$ cat src/rtl/pci_irq_pkg.sv
package pci_irq_pkg;
  localparam int LINE_CNT = 4;
  localparam int SEL_W = $clog2(LINE_CNT);

  // Control strobes handed from the decoder to the datapath
  typedef struct packed {
    logic             wrMode;
    logic             wrMask;
    logic             wrBase;
    logic             wrLevel;
    logic [SEL_W-1:0] levelSel;
    logic             ack;
  } ctrlStrobes_t;
endpackage

$ cat src/rtl/pir_ctrl.sv
module pir_ctrl
  import pci_irq_pkg::*;
#(
  parameter int ADDR_W = 3
) (
  input  logic              cfgWrEn,
  input  logic [ADDR_W-1:0] cfgAddr,
  input  logic              ackStrobe,
  output ctrlStrobes_t      strobes
);
  // Address layout: 0 mode, 1 mask, 2 base, 3 unused, 4..7 per-line level
  always_comb begin
    strobes          = '0;
    strobes.ack      = ackStrobe;
    strobes.levelSel = cfgAddr[SEL_W-1:0];
    if (cfgWrEn) begin
      if (cfgAddr[ADDR_W-1]) begin
        strobes.wrLevel = 1'b1;
      end else begin
        case (cfgAddr[1:0])
          2'd0:    strobes.wrMode = 1'b1;
          2'd1:    strobes.wrMask = 1'b1;
          2'd2:    strobes.wrBase = 1'b1;
          default: ;
        endcase
      end
    end
  end
endmodule

$ cat src/rtl/pir_arbiter.sv
module pir_arbiter #(
  parameter int NUM_LINES = 4,
  parameter int LEVEL_W   = 3
) (
  input  logic                              clk,
  input  logic                              rst_n,
  input  logic [NUM_LINES-1:0]              req,
  input  logic [NUM_LINES-1:0][LEVEL_W-1:0] levels,
  output logic [NUM_LINES-1:0]              grant,
  output logic                              anyReq,
  output logic [LEVEL_W-1:0]                winLevel
);
  // Lowest level wins; strict compare keeps the lower index on ties
  always_comb begin
    grant    = '0;
    anyReq   = 1'b0;
    winLevel = '0;
    for (int i = 0; i < NUM_LINES; i++) begin
      if (req[i] && (!anyReq || levels[i] < winLevel)) begin
        grant    = '0;
        grant[i] = 1'b1;
        winLevel = levels[i];
        anyReq   = 1'b1;
      end
    end
  end

  p_grant_onehot_r7: assert property (@(posedge clk) disable iff (!rst_n)
    $onehot0(grant) && ((grant & ~req) == '0));
  p_grant_when_req_r7: assert property (@(posedge clk) disable iff (!rst_n)
    (|req) |-> (|grant));
endmodule

$ cat src/rtl/pir_datapath.sv
module pir_datapath
  import pci_irq_pkg::*;
#(
  parameter int NUM_LINES   = 4,
  parameter int LEVEL_W     = 3,
  parameter int VEC_W       = 8,
  parameter int SYNC_STAGES = 2
) (
  input  logic                 clk,
  input  logic                 rst_n,
  input  logic [NUM_LINES-1:0] irqInN,
  input  logic [VEC_W-1:0]     cfgWrData,
  input  ctrlStrobes_t         strobes,
  output logic                 intrOut,
  output logic [VEC_W-1:0]     vectorOut,
  output logic                 vectorValid
);
  localparam logic [VEC_W-1:0] SPUR_OFS = VEC_W'((1 << LEVEL_W) - 1);

  logic [NUM_LINES-1:0]              modeReg;   // 1 = edge
  logic [NUM_LINES-1:0]              maskReg;   // 1 = masked
  logic [VEC_W-1:0]                  baseReg;
  logic [NUM_LINES-1:0][LEVEL_W-1:0] levelReg;
  logic [NUM_LINES-1:0]              syncLow;
  logic [NUM_LINES-1:0]              prevLow;
  logic [NUM_LINES-1:0]              edgeLatch;
  logic [NUM_LINES-1:0]              pending;
  logic [NUM_LINES-1:0]              eligible;
  logic [NUM_LINES-1:0]              grant;
  logic                              anyReq;
  logic [LEVEL_W-1:0]                winLevel;

  always_ff @(posedge clk) begin
    if (!rst_n) begin
      modeReg <= '0;
      maskReg <= '1;
      baseReg <= '0;
    end else begin
      if (strobes.wrMode) modeReg <= cfgWrData[NUM_LINES-1:0];
      if (strobes.wrMask) maskReg <= cfgWrData[NUM_LINES-1:0];
      if (strobes.wrBase) baseReg <= cfgWrData;
    end
  end

  for (genvar g = 0; g < NUM_LINES; g++) begin : gLine
    logic [SYNC_STAGES-1:0] syncQ;
    logic                   fallSeen;
    logic                   clrHit;

    always_ff @(posedge clk) begin
      if (!rst_n) begin
        levelReg[g] <= LEVEL_W'(g);
      end else if (strobes.wrLevel && strobes.levelSel == g) begin
        levelReg[g] <= cfgWrData[LEVEL_W-1:0];
      end
    end

    always_ff @(posedge clk) begin
      if (!rst_n) begin
        syncQ      <= '1;
        prevLow[g] <= 1'b0;
      end else begin
        syncQ      <= {syncQ[SYNC_STAGES-2:0], irqInN[g]};
        prevLow[g] <= syncLow[g];
      end
    end
    assign syncLow[g] = ~syncQ[SYNC_STAGES-1];
    assign fallSeen   = syncLow[g] && !prevLow[g];
    assign clrHit     = strobes.ack && grant[g];

    always_ff @(posedge clk) begin
      if (!rst_n)          edgeLatch[g] <= 1'b0;
      else if (!modeReg[g]) edgeLatch[g] <= 1'b0;
      else                 edgeLatch[g] <= (edgeLatch[g] && !clrHit) || fallSeen;
    end

    assign pending[g] = modeReg[g] ? edgeLatch[g] : syncLow[g];

    p_edge_hold_r3: assert property (@(posedge clk) disable iff (!rst_n)
      (edgeLatch[g] && modeReg[g] && !strobes.ack && !strobes.wrMode) |=> edgeLatch[g]);
  end

  assign eligible = pending & ~maskReg;
  assign intrOut  = |eligible;

  pir_arbiter #(.NUM_LINES(NUM_LINES), .LEVEL_W(LEVEL_W)) uArb (
    .clk     (clk),
    .rst_n   (rst_n),
    .req     (eligible),
    .levels  (levelReg),
    .grant   (grant),
    .anyReq  (anyReq),
    .winLevel(winLevel)
  );

  always_ff @(posedge clk) begin
    if (!rst_n) begin
      vectorValid <= 1'b0;
      vectorOut   <= '0;
    end else begin
      vectorValid <= strobes.ack;
      if (strobes.ack)
        vectorOut <= baseReg + (anyReq ? {{(VEC_W-LEVEL_W){1'b0}}, winLevel} : SPUR_OFS);
    end
  end

  p_ack_valid_r6: assert property (@(posedge clk) disable iff (!rst_n)
    strobes.ack |=> vectorValid);
  p_valid_pulse_r6: assert property (@(posedge clk) disable iff (!rst_n)
    !strobes.ack |=> !vectorValid);
  p_mask_no_win_r4: assert property (@(posedge clk) disable iff (!rst_n)
    (grant & maskReg) == '0);
  p_intr_needs_pend_r5: assert property (@(posedge clk) disable iff (!rst_n)
    intrOut |-> (|pending));
endmodule

$ cat src/rtl/pci_irq_router.sv
module pci_irq_router
  import pci_irq_pkg::*;
#(
  parameter int NUM_LINES   = LINE_CNT,
  parameter int LEVEL_W     = 3,
  parameter int VEC_W       = 8,
  parameter int ADDR_W      = 3,
  parameter int SYNC_STAGES = 2
) (
  input  logic                 clk,
  input  logic                 rst_n,
  input  logic [NUM_LINES-1:0] irqInN,
  input  logic                 cfgWrEn,
  input  logic [ADDR_W-1:0]    cfgAddr,
  input  logic [VEC_W-1:0]     cfgWrData,
  input  logic                 ackStrobe,
  output logic                 intrOut,
  output logic [VEC_W-1:0]     vectorOut,
  output logic                 vectorValid
);
  ctrlStrobes_t strobes;

  pir_ctrl #(.ADDR_W(ADDR_W)) uCtrl (
    .cfgWrEn  (cfgWrEn),
    .cfgAddr  (cfgAddr),
    .ackStrobe(ackStrobe),
    .strobes  (strobes)
  );

  pir_datapath #(
    .NUM_LINES(NUM_LINES), .LEVEL_W(LEVEL_W), .VEC_W(VEC_W), .SYNC_STAGES(SYNC_STAGES)
  ) uDp (
    .clk        (clk),
    .rst_n      (rst_n),
    .irqInN     (irqInN),
    .cfgWrData  (cfgWrData),
    .strobes    (strobes),
    .intrOut    (intrOut),
    .vectorOut  (vectorOut),
    .vectorValid(vectorValid)
  );
endmodule

$ cat config.mk
export PLATFORM = sky130hd
export DESIGN_NAME = pci_irq_router
export DESIGN_NICKNAME = d
export VERILOG_FILES = /design/src/rtl/pci_irq_pkg.sv /design/src/rtl/pir_ctrl.sv /design/src/rtl/pir_arbiter.sv /design/src/rtl/pir_datapath.sv /design/src/rtl/pci_irq_router.sv
export SDC_FILE = /design/constraint.sdc
export NUM_CORES = 1
export LEC_CHECK = 0
export BUFFER_PORTS_ARGS = -buffer_cell sky130_fd_sc_hd__buf_2
export CAP_MARGIN = 25
export CELL_PAD_IN_SITES_DETAIL_PLACEMENT = 1
export CELL_PAD_IN_SITES_GLOBAL_PLACEMENT = 1
export CORE_MARGIN = 8
export CORE_UTILIZATION = 48
export CTS_CLUSTER_DIAMETER = 50
export CTS_CLUSTER_SIZE = 12
export DETAILED_ROUTE_END_ITERATION = 6
export GPL_TIMING_DRIVEN = 0
export PLACE_DENSITY_LB_ADDON = 0.1
export SLEW_MARGIN = 0
export SYNTH_ARGS = -nofsm -noshare
export SYNTH_HDL_FRONTEND = slang
export SYNTH_HIERARCHICAL = 1
export SYNTH_SLANG_ARGS = --single-unit
$ cat constraint.sdc
create_clock -name clk -period 14 [get_ports clk]
set_clock_uncertainty 0.05 [all_clocks]
set_input_delay 2.8 -clock clk [delete_from_list [all_inputs] [get_ports clk]]
set_output_delay 2.8 -clock clk [all_outputs]
set_load 0.05 [all_outputs]
Word level (Yosys, flattened, before mapping). Index checks and enable logic that the tools add are counted.

$add $sub $neg: 1. Magnitude comparators: 3. Equality and inequality tests: 3. Multiplexer cells: 23. Bitwise gates (word level): 6. Reduce and logical (&&, ||, !) cells: 43.

Operator list (count): 1-bit logical AND (19); 3-bit two-way mux (6); 1-bit two-way mux (13); 4-bit two-way mux (3); 1-bit logical NOT (11); 3-bit < comparator (3); 8-bit adder (1); 2-bit AND reduction (4); 1-bit logical OR (7); 4-bit bitwise AND (1); 2-bit == test, second input constant (2); 1-bit NOT (4); 4-bit NOT (1); 4-bit OR reduction (1); 2-bit by 1-bit == test with 1-bit output, second input constant (1); 2-bit logical NOT (1); 2-bit two-way mux (1).

Register bits: 53. Input port bits: 19. Output and inout bits: 10. Word-level logic and storage cells: 100.

Depth between registers and ports, before layout. Gate-level depths: netlist of run 1.

Word-level depth: 20. Gate-level depth with buffers: 25. Mapped depth without buffers: 24.

Cells and area by module. The synthesis of run 1 kept the hierarchy.

By module, submodules not included: pir_datapath (instances 1, cells each 203, area each 2093.3 um2, sequential area each 1061.0 um2); pir_arbiter (instances 1, cells each 71, area each 538.0 um2, sequential area each 0.0 um2); pir_ctrl (instances 1, cells each 7, area each 68.8 um2, sequential area each 0.0 um2).

Worst setup path before layout of run 1. OpenSTA, ideal clock, no wires.

Path kind: register to register. Start point: register uDp.modeReg[0]. End point: register uDp.vectorOut[6]. Library setup time: 0.135 ns. Data arrival time: 5.679 ns. Required time: 13.815 ns. Setup slack: 8.136 ns. Cell stages (with the launch flop): 25. Path buffers: 1. Clock period less this slack: 5.864 ns. Cells stage by stage: dfxtp_1 or2_2 a21oi_1 buf_2 nand2_1 ha_1 and2_1 a2111oi_0 nor3_1 ha_1 o21a_1 o22ai_1 a32oi_2 mux2_2 ha_1 nand2_1 nand3_1 o31ai_4 mux2_4 nand2b_1 ha_1 fa_1 a21oi_1 or3_1 a31oi_1.

Word-level cells in the longest chain between the ends: 17. Elaborated cells on any way between the ends: 24. Those cells by class: add/sub: 1; order compare: 3; mux: 10; bitwise: 1; reduce/logical: 9.

RTL lines: start: declaration (RTL line pir_datapath.sv:20) `logic [NUM_LINES-1:0] modeReg;`; start signal: assignment (RTL line pir_datapath.sv:39) `if (strobes.wrMode) modeReg <= cfgWrData[NUM_LINES-1:0];`; 1-bit two-way mux * (RTL line pir_datapath.sv:77) `assign pending[g] = modeReg[g] ? edgeLatch[g] : syncLow[g];`; 4-bit bitwise AND * (RTL line pir_datapath.sv:83) `assign eligible = pending & ~maskReg;`; net uDp.eligible[0] (RTL line pir_datapath.sv:28) `logic [NUM_LINES-1:0] eligible;`; 3-bit two-way mux or 1-bit two-way mux (tied branches) (RTL line pir_arbiter.sv:19) `if (req[i] && (!anyReq || levels[i] < winLevel)) begin`; 3-bit < comparator or 1-bit logical NOT (tied branches) (RTL line pir_arbiter.sv:19); 1-bit logical OR (RTL line pir_arbiter.sv:19); 1-bit logical AND (RTL line pir_arbiter.sv:19); 3-bit two-way mux or 1-bit two-way mux (tied branches) (RTL line pir_arbiter.sv:19); [... 3 more ...]; 3-bit two-way mux or 1-bit two-way mux (tied branches) (RTL line pir_arbiter.sv:19); 3-bit < comparator or 1-bit logical NOT (tied branches) (RTL line pir_arbiter.sv:19); 1-bit logical OR (RTL line pir_arbiter.sv:19); 1-bit logical AND (RTL line pir_arbiter.sv:19); 3-bit two-way mux * (RTL line pir_arbiter.sv:19); net uDp.winLevel[0] (RTL line pir_datapath.sv:31) `logic [LEVEL_W-1:0] winLevel;`; 3-bit two-way mux * (RTL line pir_datapath.sv:103) `vectorOut <= baseReg + (anyReq ? {{(VEC_W-LEVEL_W){1'b0}}, winLevel} : SPUR_OFS);`; 8-bit adder * (RTL line pir_datapath.sv:103); end signal: assignment (RTL line pir_datapath.sv:103); end: declaration (RTL line pir_datapath.sv:15) `output logic [VEC_W-1:0] vectorOut,`.

Mark *: on every way through the listed nets, which the timed path passes. The rest lies on a longest branch. A chain may end at the register's enable or synchronous reset.

Final worst setup path of run 1. Ends and elaborated chain as after synthesis.

==> summary.txt, run 1 <==
Floorplan
  • I/O pin cnt: 29
  • Floorplan core area: 0.005473 mm2
  • Die area: 0.008281 mm2
  • Die Span Y: 91 um
  • X dimension of the die: 91 um
  • Initial core utilization: 0.4934
  • FP Rows: 27

Routing
  • Residual DRC: 0
  • Final routed wirelength across all metal layers: 6405 um
  • Routed vias/inst: 5.525
  • Antenna Violating Nets Remaining: 0
  • Detailed-route via count: 2138
  • WL per Instance: 16.55 um
  • Detailed-router iteration count before antenna repair: 4
  • Violation count after the first detailed-route iteration: 68

Setup path
  • CP Max Fanout: 10
  • Required time at the endpoint of the critical path: 14170 ps
  • Top cell family by delay on the critical path: compound AO/OA/AOI/OAI gates
  • Cell chain of the critical path: or2_2, a21oi_1, buf_2, nand2_1, ha_1, a21oi_1, o221ai_1, nor3_1, ha_1, o21a_1, o22ai_1, a32oi_2, mux2_2, ha_1, nand2_1, nand3_1, o31ai_4, mux2_4, nand2b_1, ha_1, fa_1, a21oi_1, o21ai_0, a31oi_1
  • Cell at the slowest stage of the critical path: o31ai_4
  • Type of the worst setup path: reg -> reg
  • Critical Path Most Common Cell: ha_1
  • Crit path DAT: 7160 ps
  • Worst path bufs/invs: 1
  • Delay contributed by the slowest stage of the critical path: 540 ps
  • Worst R2R Setup Slack: 7010 ps
  • Type of element capturing the critical path: flip-flop
  • Category of the worst setup path launch point: flip-flop

Clock network
  • Clock root buffer master: clkbuf_8
  • Clock transition at the registers of the reported paths: 100 ps
  • Clock latency reported for the late side of the worst-skew pair: 310 ps
  • Post CTS Setup Buffer Count: 0
  • Number of buffers created by CTS: 5
  • CTS tree: done
  • Number of hold buffers added after cts: 0
  • Total clock sinks: 53
  • CTS-repair resized insts: 0
  • H-tree depth: 2
  • Maximum count of clock buffers along a single path: 2

Layout
  • Total Nets Final: 343
  • Antenna Cells: 0
  • Commonest cells after routing, fill and taps aside: dfxtp_1, mux2i_1, buf_2
  • Area added between synthesis and finish: 12.47%
  • Fill cell total of the finished layout: 671
  • Most common cell after layout, fill and taps aside: dfxtp_1
  • Proportion of layout cells with a drive suffix above 1: 0.1905

Timing
  • Worst hold-check slack: 351.3 ps
  • Setup slack of the critical path after layout: 7011 ps
  • Slew at the pin closest to its max-slew limit: 712.8 ps
  • Final hold violations: 0
  • Total Negative Setup Slacks: 0 ps
  • Count of final max-slew check failures: 0
  • RSZ-0062 raised after global routing: no
  • Max_slew headroom: 0.5220
  • Highest Clock Rate: 143.1 MHz
  • Period Utilization, post-route: 0.4992
  • Final setup viols: 0
  • Final critical-path required period: 6989 ps

Yosys
  • Unique cell type count in the Yosys netlist: 52
  • Top cell type by total area after synthesis: dfxtp_1
  • Mapped cell area: 0.002700 mm2
  • Number of synthesis warnings: 6
  • Yosys top cell area share: 0.3930
  • Mean instance size in the synthesized netlist: 9.609 um2
  • Instance count of the mapped netlist: 281
  • Flop and latch count out of synthesis: 53
  • Share of synthesized registers carrying an async set or reset: 0
  • Ys flop type: dfxtp_1
  • Post-synthesis sequential area ratio: 0.3930
  • Number of enable flip-flop cells after synthesis: 0
  • Net count after synthesis: 310
  • Top post-synthesis cells by area: dfxtp_1, mux2i_1, nor2b_1

Placed design
  • Detailed-placement wirelength estimate: 4851 um
  • GPL Wtd Cong: 0.7993
  • I/O Buffers: 26
  • Post-placement worst setup slack: 7099 ps

Pwr
  • Total power density per cell area: 98.21 mW/mm2
  • Clock network power share: 0.364
  • Sw frac: 0.2555
  • Maximum ir drop on the vdd rail: 0.00007269 V
  • Internal portion of total power: 222.0 uW
  • Proportion of power drawn by combinational gates: 0.105
  • LEAKAGE: 1.181 nW
  • Net load switching power: 76.19 uW
  • Reg power frac: 0.531

Run
  • Max_cap viols: 0

Min path
  • HP Class: reg -> reg

GRT
  • Number of antenna violations at the first check in global routing: 0
  • Wire length of the first global-routing pass: 10940 um
  • All-layer global routing usage: 0.1613
  • Largest net degree at the start of global routing: 19
  • Total congestion overflow after global routing: 0
  • Number of global-route vias before repair: 2268

Outcome
  • Result of the run: finished, final reports clean
routing by layer:
layer  vias up  global-route usage  part of all wire
li1       1055                   -                 -
met1      1042              0.1917              0.47
met2        37              0.2817              0.49
met3         4             0.03951             0.033
met4         0             0.04366            0.0091
met5         -                   0                 0
flip-flops by register name, summed over array words and instances, names as in the netlist:
signal           flops
uDp/baseReg          8
uDp/edgeLatch        4
uDp/gLine.syncQ      8
uDp/maskReg          4
uDp/modeReg          4
uDp/vectorOut        8
uDp/levelReg        12
uDp/prevLow          4
uDp/vectorValid      1
cells by family (layout without fill, tap and decap cells):
family	after synthesis	after routing	share of synthesized area
AO/OA/AOI/OAI	43	43	0.1325
XOR/XNOR	1	1	0.003244
adder cells (fa/ha/maj)	10	10	0.04912
buffers and inverters	25	59	0.04077
flip-flops	53	53	0.3930
multiplexers	35	35	0.1325
AND/OR/NAND/NOR	114	114	0.2488
power by group through the flow:
| stage | clock (mW) | combinational, mW | sequential (mW) |
|---|---|---|---|
| 6_report | 0.109 | 0.0313 | 0.158 |
| 3_3_place_gp | 0 | 0.0308 | 0.161 |
| 5_1_grt | 0.118 | 0.0341 | 0.159 |
| 2_1_floorplan | 0 | 0.0161 | 0.167 |
| 4_1_cts | 0.112 | 0.0317 | 0.158 |
| 3_5_place_dp | 0 | 0.0315 | 0.162 |
cells in the mapped netlist (3+ instances only):
| master | instances |
|---|---|
| and3_1 | 4 |
| o2bb2ai_1 | 4 |
| mux2i_1 | 32 |
| nand3b_1 | 7 |
| and2_1 | 3 |
| o21ai_0 | 8 |
| ha_1 | 9 |
| a21oi_1 | 7 |
| a31oi_1 | 4 |
| nand2b_1 | 13 |
| nor2b_1 | 27 |
| dfxtp_1 | 53 |
| or2_2 | 4 |
| or4_1 | 4 |
| inv_1 | 9 |
| buf_2 | 3 |
| nor3_1 | 6 |
| nor2_1 | 8 |
| clkbuf_1 | 8 |
| nand3_1 | 4 |
| nand2_1 | 24 |
| buf_4 | 3 |
metrics by stage:
stage	power, mW	cells	area (um2)	utilization
6_report	0.2982	387	3037	0.5549
5_1_grt	0.3112	387	3037	0.5549
4_1_cts	0.3019	387	3037	0.5549
3_5_place_dp	0.1932	379	2920	0.5336
3_3_place_gp	0.1922	379	2920	0.5336
2_1_floorplan	0.1827	281	2700	-
worst reg2reg max path, delay by kind of cell (launching register included):
| kind | cells | cell delay (ps) |
|---|---|---|
| AO/OA/AOI/OAI | 10 | 2910 |
| flip-flops | 1 | 350 |
| buffers and inverters | 1 | 350 |
| AND/OR/NAND/NOR | 6 | 1030 |
| multiplexers | 2 | 680 |
| adder cells (fa/ha/maj) | 5 | 1560 |
worst paths after layout:
check / startpoint / to / cells past startpoint
hold / removal: uDp/gLine[3].syncQ[0] / uDp/gLine[3].syncQ[1] / 1
setup / recovery: uDp/modeReg[0] / uDp/vectorOut[6] / 24
setup reg to reg: uDp/modeReg[0] / uDp/vectorOut[6] / 24
hold reg to reg: uDp/gLine[3].syncQ[0] / uDp/gLine[3].syncQ[1] / 1
final cells by class:
| class | count | area (um2) | share of cell area |
|---|---|---|---|
| inverters | 9 | 33.78 | 0.01112 |
| multi-input cells | 203 | 1529 | 0.5035 |
| plain buffers | 16 | 76.32 | 0.02513 |
| repair buffers | 26 | 130.1 | 0.04285 |
| well taps | 72 | 90.09 | 0.02967 |
| clock buffers | 5 | 68.82 | 0.02266 |
| flip-flops and latches | 53 | 1061 | 0.3494 |
| clock inverters | 3 | 47.55 | 0.01566 |
Note: power is estimated with default switching activity, not from simulation.
==> run 2, diff against run 1 <==
--- a/config.mk
+++ b/config.mk
@@ -5,12 +5,13 @@
 export SDC_FILE = /design/constraint.sdc
 export NUM_CORES = 1
 export LEC_CHECK = 0
+export ABC_AREA = 1
 export BUFFER_PORTS_ARGS = -buffer_cell sky130_fd_sc_hd__buf_2
 export CAP_MARGIN = 25
 export CELL_PAD_IN_SITES_DETAIL_PLACEMENT = 1
 export CELL_PAD_IN_SITES_GLOBAL_PLACEMENT = 1
 export CORE_MARGIN = 8
-export CORE_UTILIZATION = 48
+export CORE_UTILIZATION = 38
 export CTS_CLUSTER_DIAMETER = 50
 export CTS_CLUSTER_SIZE = 12
 export DETAILED_ROUTE_END_ITERATION = 6
==> constraint.sdc (replaced) <==
create_clock -name clk -period 5.66 [get_ports clk]
set_clock_uncertainty 0.05 [all_clocks]
set_input_delay 1.132 -clock clk [delete_from_list [all_inputs] [get_ports clk]]
set_output_delay 1.132 -clock clk [all_outputs]
set_load 0.05 [all_outputs]
==> summary.txt, run 2 <==
Outcome
  • Result of the run: finished, final reports clean

Timing
  • Slew at the pin closest to its max-slew limit: 420.6 ps (-292.2 ps)
  • Highest Clock Rate: 196.3 MHz (+37%)
  • Final setup viols: 0 (unchanged)
  • Worst hold-check slack: 365.9 ps (+14.59 ps)
  • Total Negative Setup Slacks: 0 ps (unchanged)
  • Max_slew headroom: 0.7186 (+0.1966)
  • Period Utilization, post-route: 0.9003 (+0.4011)
  • Setup slack of the critical path after layout: 564.5 ps (-6447 ps)
  • Final critical-path required period: 5095 ps (-1893 ps)
  • Count of final max-slew check failures: 0 (unchanged)
  • RSZ-0062 raised after global routing: no
  • Final hold violations: 0 (unchanged)

Yosys
  • Top cell type by total area after synthesis: dfxtp_1
  • Instance count of the mapped netlist: 373 (+33%)
  • Ys flop type: dfxtp_1
  • Flop and latch count out of synthesis: 53 (unchanged)
  • Net count after synthesis: 402 (+30%)
  • Yosys top cell area share: 0.4029 (+0.009894)
  • Most numerous cell in the Yosys netlist: nand2_1
  • Mean instance size in the synthesized netlist: 7.061 um2 (-27%)
  • Top post-synthesis cells by area: dfxtp_1, nand2_1, nor2_1
  • Post-synthesis sequential area ratio: 0.4029 (+0.009894)
  • Number of synthesis warnings: 6 (unchanged)
  • Number of enable flip-flop cells after synthesis: 0 (unchanged)
  • Mapped cell area: 0.002634 mm2 (-2.5%)
  • Share of synthesized registers carrying an async set or reset: 0 (unchanged)
  • Ranking of synthesized cells by instance count: nand2_1, nor2_1, dfxtp_1
  • Unique cell type count in the Yosys netlist: 27 (-48%)

Floorplan
  • I/O pin cnt: 29 (unchanged)
  • Initial core utilization: 0.3898 (-0.1036)
  • Die Span Y: 99.25 um (+9.1%)
  • FP Rows: 30 (+11%)
  • Die area: 0.009851 mm2 (+19%)
  • X dimension of the die: 99.25 um (+9.1%)
  • Floorplan core area: 0.006756 mm2 (+23%)

Run
  • Max_cap viols: 0 (unchanged)

Layout
  • Final Cell Area: 0.003007 mm2 (-0.99%)
  • Core Util, Final: 0.4450 (-0.1099)
  • Antenna Cells: 0 (unchanged)
  • Proportion of layout cells with a drive suffix above 1: 0.1740 (-0.01646)
  • Biggest register: uDp/levelReg
  • Total Nets Final: 436 (+27%)
  • Area added between synthesis and finish: 14.16%
  • Number of flip-flops in the largest register: 12 (unchanged)
  • Most common cell after layout, fill and taps aside: nand2_1
  • Commonest cells after routing, fill and taps aside: nand2_1, nor2_1, dfxtp_1
  • Number of standard cells in the layout, taps in and fillers out: 488 (+26%)

Placed design
  • Area of placed instances: 0.002869 mm2 (-1.8%)
  • Detailed-placement wirelength estimate: 5289 um (+9.0%)
  • I/O Buffers: 27 (+3.8%)
  • Placed Cells incl. Taps: 480 (+27%)
  • Post-placement worst setup slack: 613.9 ps (-6485 ps)
  • GPL Wtd Cong: 0.8205 (+2.7%)

Routing
  • Final routed wirelength across all metal layers: 6672 um (+4.2%)
  • Residual DRC: 0 (unchanged)
  • Antenna Violating Nets Remaining: 0 (unchanged)
  • Detailed-route via count: 2319 (+8.5%)
  • Violation count after the first detailed-route iteration: 49 (-28%)
  • Detailed-router iteration count before antenna repair: 4 (unchanged)
  • Routed vias/inst: 4.752 (-14%)
  • WL per Instance: 13.67 um (-17%)

Pwr
  • Proportion of power drawn by combinational gates: 0.121 (+0.016)
  • Internal portion of total power: 598.5 uW (+170%)
  • Maximum ir drop on the vdd rail: 0.0001358 V (+87%)
  • Total Power: 802.0 uW (+170%)
  • Clock network power share: 0.385 (+0.021)
  • Net load switching power: 203.5 uW (+170%)
  • Reg power frac: 0.494 (-0.037)
  • Sw frac: 0.2538 (-0.001681)
  • LEAKAGE: 1.469 nW (+24%)
  • Total power density per cell area: 266.8 mW/mm2 (+170%)

Clock network
  • Number of buffers created by CTS: 5 (unchanged)
  • Post CTS Setup Buffer Count: 0 (unchanged)
  • Total clock sinks: 53 (unchanged)
  • Maximum count of clock buffers along a single path: 2 (unchanged)
  • Number of hold buffers added after cts: 0 (unchanged)
  • CTS-repair resized insts: 0 (unchanged)
  • CTS tree: done
  • Clock root buffer master: clkbuf_8
  • Clock transition at the registers of the reported paths: 100 ps (about the same)
  • Clock latency reported for the late side of the worst-skew pair: 310 ps (about the same)
  • H-tree depth: 2 (unchanged)

Min path
  • HP Class: reg -> reg

Setup path
  • Cell at the slowest stage of the critical path: fa_1
  • Type of element capturing the critical path: flip-flop
  • Type of the worst setup path: reg -> reg
  • Category of the worst setup path launch point: flip-flop
  • Critical Path Most Common Cell: nand2_1
  • Required time at the endpoint of the critical path: 5830 ps (-8340 ps)
  • CP Max Fanout: 9 (-1)
  • Crit path DAT: 5270 ps (-1890 ps)
  • Delay contributed by the slowest stage of the critical path: 410 ps (-130 ps)
  • Worst R2R Setup Slack: 560 ps (-6450 ps)

GRT
  • Wire length of the first global-routing pass: 11320 um (+3.4%)
  • Largest net degree at the start of global routing: 18 (-1)
  • Total congestion overflow after global routing: 0 (unchanged)
  • Number of antenna violations at the first check in global routing: 0 (unchanged)
  • Number of global-route vias before repair: 2392 (+5.5%)
  • All-layer global routing usage: 0.1426 (-0.01872)
[run 2: routing by layer]
layer	up-vias	GRT usage	part of all wire
li1	1229	-	-
met1	1069	0.1743	0.50
met2	17	0.2479	0.48
met3	4	0.03142	0.019
met4	0	0.03143	0.0072
met5	-	0	0
[run 2: power by group through the flow]
stage,registers (mW),clock network (mW),logic [mW]
3_5_place_dp,0.405,0,0.0979
5_1_grt,0.399,0.331,0.109
2_1_floorplan,0.419,0,0.0533
6_report,0.397,0.309,0.0969
3_3_place_gp,0.405,0,0.0952
4_1_cts,0.397,0.320,0.0986
[run 2: path summary, 6_finish.rpt]
check	startpoint	to	depth (start not counted)
worst min-delay path	uDp/gLine[2].syncQ[0]	uDp/gLine[2].syncQ[1]	1
worst min register to register	uDp/gLine[2].syncQ[0]	uDp/gLine[2].syncQ[1]	1
worst max-delay path	uDp/modeReg[0]	uDp/vectorOut[4]	40
worst max register to register	uDp/modeReg[0]	uDp/vectorOut[4]	40
[run 2: critical path: cells and delay by family, from the launching register on]
kind            cells  cell delay [ps]
xor+xnor            1              150
fa+ha+maj           5             1410
flops               1              320
simple gates       23             1930
compound gates      4              600
buf+inv             7              530
[run 2: area by class of cell]
type | count | area, um2
buffer | 12 | 92.59
clock buffer | 5 | 68.82
clock inverter | 3 | 68.82
fill | 900 | 3750
inverter | 53 | 201.4
multi-input combinational | 255 | 1279
sequential | 53 | 1061
tap | 80 | 100.1
timing repair buffer | 27 | 135.1
[run 2: kinds of logic (layout without fill, tap and decap cells)]
| family | after synthesis | after routing | share of synthesized area |
|---|---|---|---|
| xor+xnor | 2 | 2 | 0.006652 |
| buf+inv | 65 | 100 | 0.1116 |
| fa+ha+maj | 10 | 10 | 0.05036 |
| simple gates | 198 | 198 | 0.3411 |
| compound gates | 45 | 45 | 0.08741 |
| flops | 53 | 53 | 0.4029 |
==> run 3, diff against run 2 <==
--- a/config.mk
+++ b/config.mk
@@ -10,8 +10,9 @@
 export CAP_MARGIN = 25
 export CELL_PAD_IN_SITES_DETAIL_PLACEMENT = 1
 export CELL_PAD_IN_SITES_GLOBAL_PLACEMENT = 1
+export CORE_ASPECT_RATIO = 1.2
 export CORE_MARGIN = 8
-export CORE_UTILIZATION = 38
+export CORE_UTILIZATION = 45
 export CTS_CLUSTER_DIAMETER = 50
 export CTS_CLUSTER_SIZE = 12
 export DETAILED_ROUTE_END_ITERATION = 6
==> constraint.sdc (replaced) <==
create_clock -name clk -period 6.2 [get_ports clk]
set_clock_uncertainty 0.05 [all_clocks]
set_input_delay 1.24 -clock clk [delete_from_list [all_inputs] [get_ports clk]]
set_output_delay 1.24 -clock clk [all_outputs]
set_load 0.05 [all_outputs]
==> summary.txt, run 3 (synthesized netlist as in run 2, its figures left out) <==
Setup path
  • Type of the worst setup path: reg -> reg
  • Cell depth of the worst flop-to-flop path: 40 (unchanged)
  • Cell at the slowest stage of the critical path: fa_1
  • Category of the worst setup path launch point: flip-flop
  • Type of element capturing the critical path: flip-flop
  • Reg2reg start: uDp/modeReg[0]
  • Crit path DAT: 5250 ps (-20 ps)
  • Delay contributed by the slowest stage of the critical path: 420 ps (about the same)
  • CP Max Fanout: 9 (unchanged)
  • Worst R2R Setup Slack: 1120 ps (+550 ps)
  • Reg-to-reg critical path endpoint: uDp/vectorOut[4]
  • Required time at the endpoint of the critical path: 6370 ps (+540 ps)
  • Critical Path Most Common Cell: nand2_1

Clock network
  • Post CTS Setup Buffer Count: 0 (unchanged)
  • Maximum count of clock buffers along a single path: 2 (unchanged)
  • Number of buffers created by CTS: 5 (unchanged)
  • Clock latency reported for the late side of the worst-skew pair: 300 ps (about the same)
  • Total clock sinks: 53 (unchanged)
  • CTS tree: done
  • Clock transition at the registers of the reported paths: 100 ps (about the same)
  • CTS-repair resized insts: 0 (unchanged)
  • H-tree depth: 2 (unchanged)
  • Clock root buffer master: clkbuf_8
  • Number of hold buffers added after cts: 0 (unchanged)

Routing
  • Residual DRC: 0 (unchanged)
  • WL per Instance: 13.51 um (-1.2%)
  • Detailed-route via count: 2378 (+2.5%)
  • Routed vias/inst: 4.873 (+2.5%)
  • Final routed wirelength across all metal layers: 6593 um (-1.2%)
  • Detailed-router iteration count before antenna repair: 5 (+1)
  • Violation count after the first detailed-route iteration: 84 (+71%)
  • Antenna Violating Nets Remaining: 0 (unchanged)

Floorplan
  • Floorplan core area: 0.005668 mm2 (-16%)
  • Die area: 0.008567 mm2 (-13%)
  • Initial core utilization: 0.4647 (+0.07487)
  • I/O pin cnt: 29 (unchanged)
  • FP Rows: 30 (unchanged)
  • Die Span Y: 99.81 um (+0.56%)
  • X dimension of the die: 85.84 um (-14%)

Pwr
  • Clock network power share: 0.344 (-0.041)
  • Proportion of power drawn by combinational gates: 0.129 (+0.008)
  • Maximum ir drop on the vdd rail: 0.0001204 V (-11%)
  • LEAKAGE: 1.456 nW (-0.91%)
  • Net load switching power: 181.6 uW (-11%)
  • Internal portion of total power: 505.2 uW (-16%)
  • Sw frac: 0.2644 (+0.01064)
  • Reg power frac: 0.527 (+0.033)
  • Total Power: 686.8 uW (-14%)
  • Total power density per cell area: 230.5 mW/mm2 (-14%)

GRT
  • Wire length of the first global-routing pass: 11370 um (+0.49%)
  • Number of global-route vias before repair: 2475 (+3.5%)
  • All-layer global routing usage: 0.1642 (+0.02160)
  • Number of antenna violations at the first check in global routing: 0 (unchanged)
  • Total congestion overflow after global routing: 0 (unchanged)
  • Largest net degree at the start of global routing: 17 (-1)

Timing
  • Final critical-path required period: 5084 ps (-11.01 ps)
  • Final hold violations: 0 (unchanged)
  • Count of final max-slew check failures: 0 (unchanged)
  • Total Negative Setup Slacks: 0 ps (unchanged)
  • Max_slew headroom: 0.7174 (-0.001219)
  • Period Utilization, post-route: 0.8201 (-0.08019)
  • Final setup viols: 0 (unchanged)
  • Highest Clock Rate: 196.7 MHz (+0.22%)
  • Worst hold-check slack: 369.7 ps (+3.753 ps)
  • Slew at the pin closest to its max-slew limit: 422.4 ps (+1.823 ps)
  • RSZ-0062 raised after global routing: no

Outcome
  • Result of the run: finished, final reports clean

Layout
  • Final Cell Area: 0.002980 mm2 (-0.87%)
  • Commonest cells after routing, fill and taps aside: nand2_1, nor2_1, dfxtp_1
  • Biggest register: uDp/levelReg
  • Most common cell after layout, fill and taps aside: nand2_1
  • Antenna Cells: 0 (unchanged)
  • Core Util, Final: 0.5258 (+0.08083)
  • Number of flip-flops in the largest register: 12 (unchanged)
  • Fill cell total of the finished layout: 772 (-14%)
  • Total Nets Final: 436 (unchanged)
  • Area added between synthesis and finish: 13.16%
  • Proportion of layout cells with a drive suffix above 1: 0.1716 (-0.002451)

Placed design
  • I/O Buffers: 27 (unchanged)
  • GPL Wtd Cong: 0.7692 (-6.3%)
  • Detailed-placement wirelength estimate: 5212 um (-1.5%)
  • Area of placed instances: 0.002869 mm2 (unchanged)

Min path
  • Number of cells traversed by the worst hold path: 1 (unchanged)
  • Terminating pin of the worst hold path: uDp/gLine[1].syncQ[1]
  • HP Class: reg -> reg
  • Worst Hold Launch: uDp/gLine[1].syncQ[0]

Run
  • Max_cap viols: 0 (unchanged)
## run 3: cell count changes in the layout (fill, tap and decap cells not counted), sizes merged
cell,delta
inv,-1
clkinv,+1
bufinv,-1
clkbuf,+1
## run 3: power groups by stage
stage                     Sequential, mW  Combinational [mW]  Clock (mW)
after floorplan                    0.382              0.0486           0
after global routing               0.364              0.0991       0.255
final                              0.362              0.0889       0.236
after detailed placement           0.370              0.0892           0
after global placement             0.370              0.0865           0
after CTS                          0.362              0.0900       0.243
## run 3: per-stage QoR
stage | worst slack [ps] | instances
2_1_floorplan | 1700 | 373
3_3_place_gp | 1240 | 480
3_5_place_dp | 1152 | 480
4_1_cts | 1108 | 488
5_1_grt | 530.0 | 488
6_report | 1116 | 488
## run 3: area by class of cell
type                       instances  area (um2)  share of cell area
sequential                        53        1061              0.3560
clock buffer                       6       72.57             0.02435
tap                               80       100.1             0.03359
multi-input combinational        255        1279              0.4291
inverter                          53       201.4             0.06759
timing repair buffer              27       135.1             0.04534
buffer                            12       92.59             0.03107
clock inverter                     2       38.79             0.01301
## run 3: metal layers
metal	share of wire	routed length (um)	up-vias	global-route usage
li1	-	-	1232	-
met1	0.44	2915	1110	0.1789
met2	0.52	3398	25	0.3050
met3	0.019	128	11	0.02862
met4	0.023	150	0	0.06351
met5	0	0	-	0
## run 3: critical path, delay by kind of cell, from the launching register on
| family | cells | cell delay [ps] |
|---|---|---|
| buffers and inverters | 7 | 520 |
| xor gates and xnor gates | 1 | 190 |
| AOI/OAI and AO/OA | 4 | 600 |
| adders and majority gates | 5 | 1410 |
| DFF | 1 | 320 |
| and+or+nand+nor | 23 | 1910 |
## run 3: worst max-delay path by stage
stage	start	to	slack, ps	cells after the start
2_1_floorplan	uDp/modeReg[0]	uDp/vectorOut[4]	1700	40
3_3_place_gp	uDp/modeReg[0]	uDp/vectorOut[4]	1240	40
3_5_place_dp	uDp/modeReg[0]	uDp/vectorOut[4]	1150	42
4_1_cts	uDp/modeReg[0]	uDp/vectorOut[4]	1110	40
5_1_grt	uDp/modeReg[0]	uDp/vectorOut[4]	530	42
6_report	uDp/modeReg[0]	uDp/vectorOut[4]	1120	40
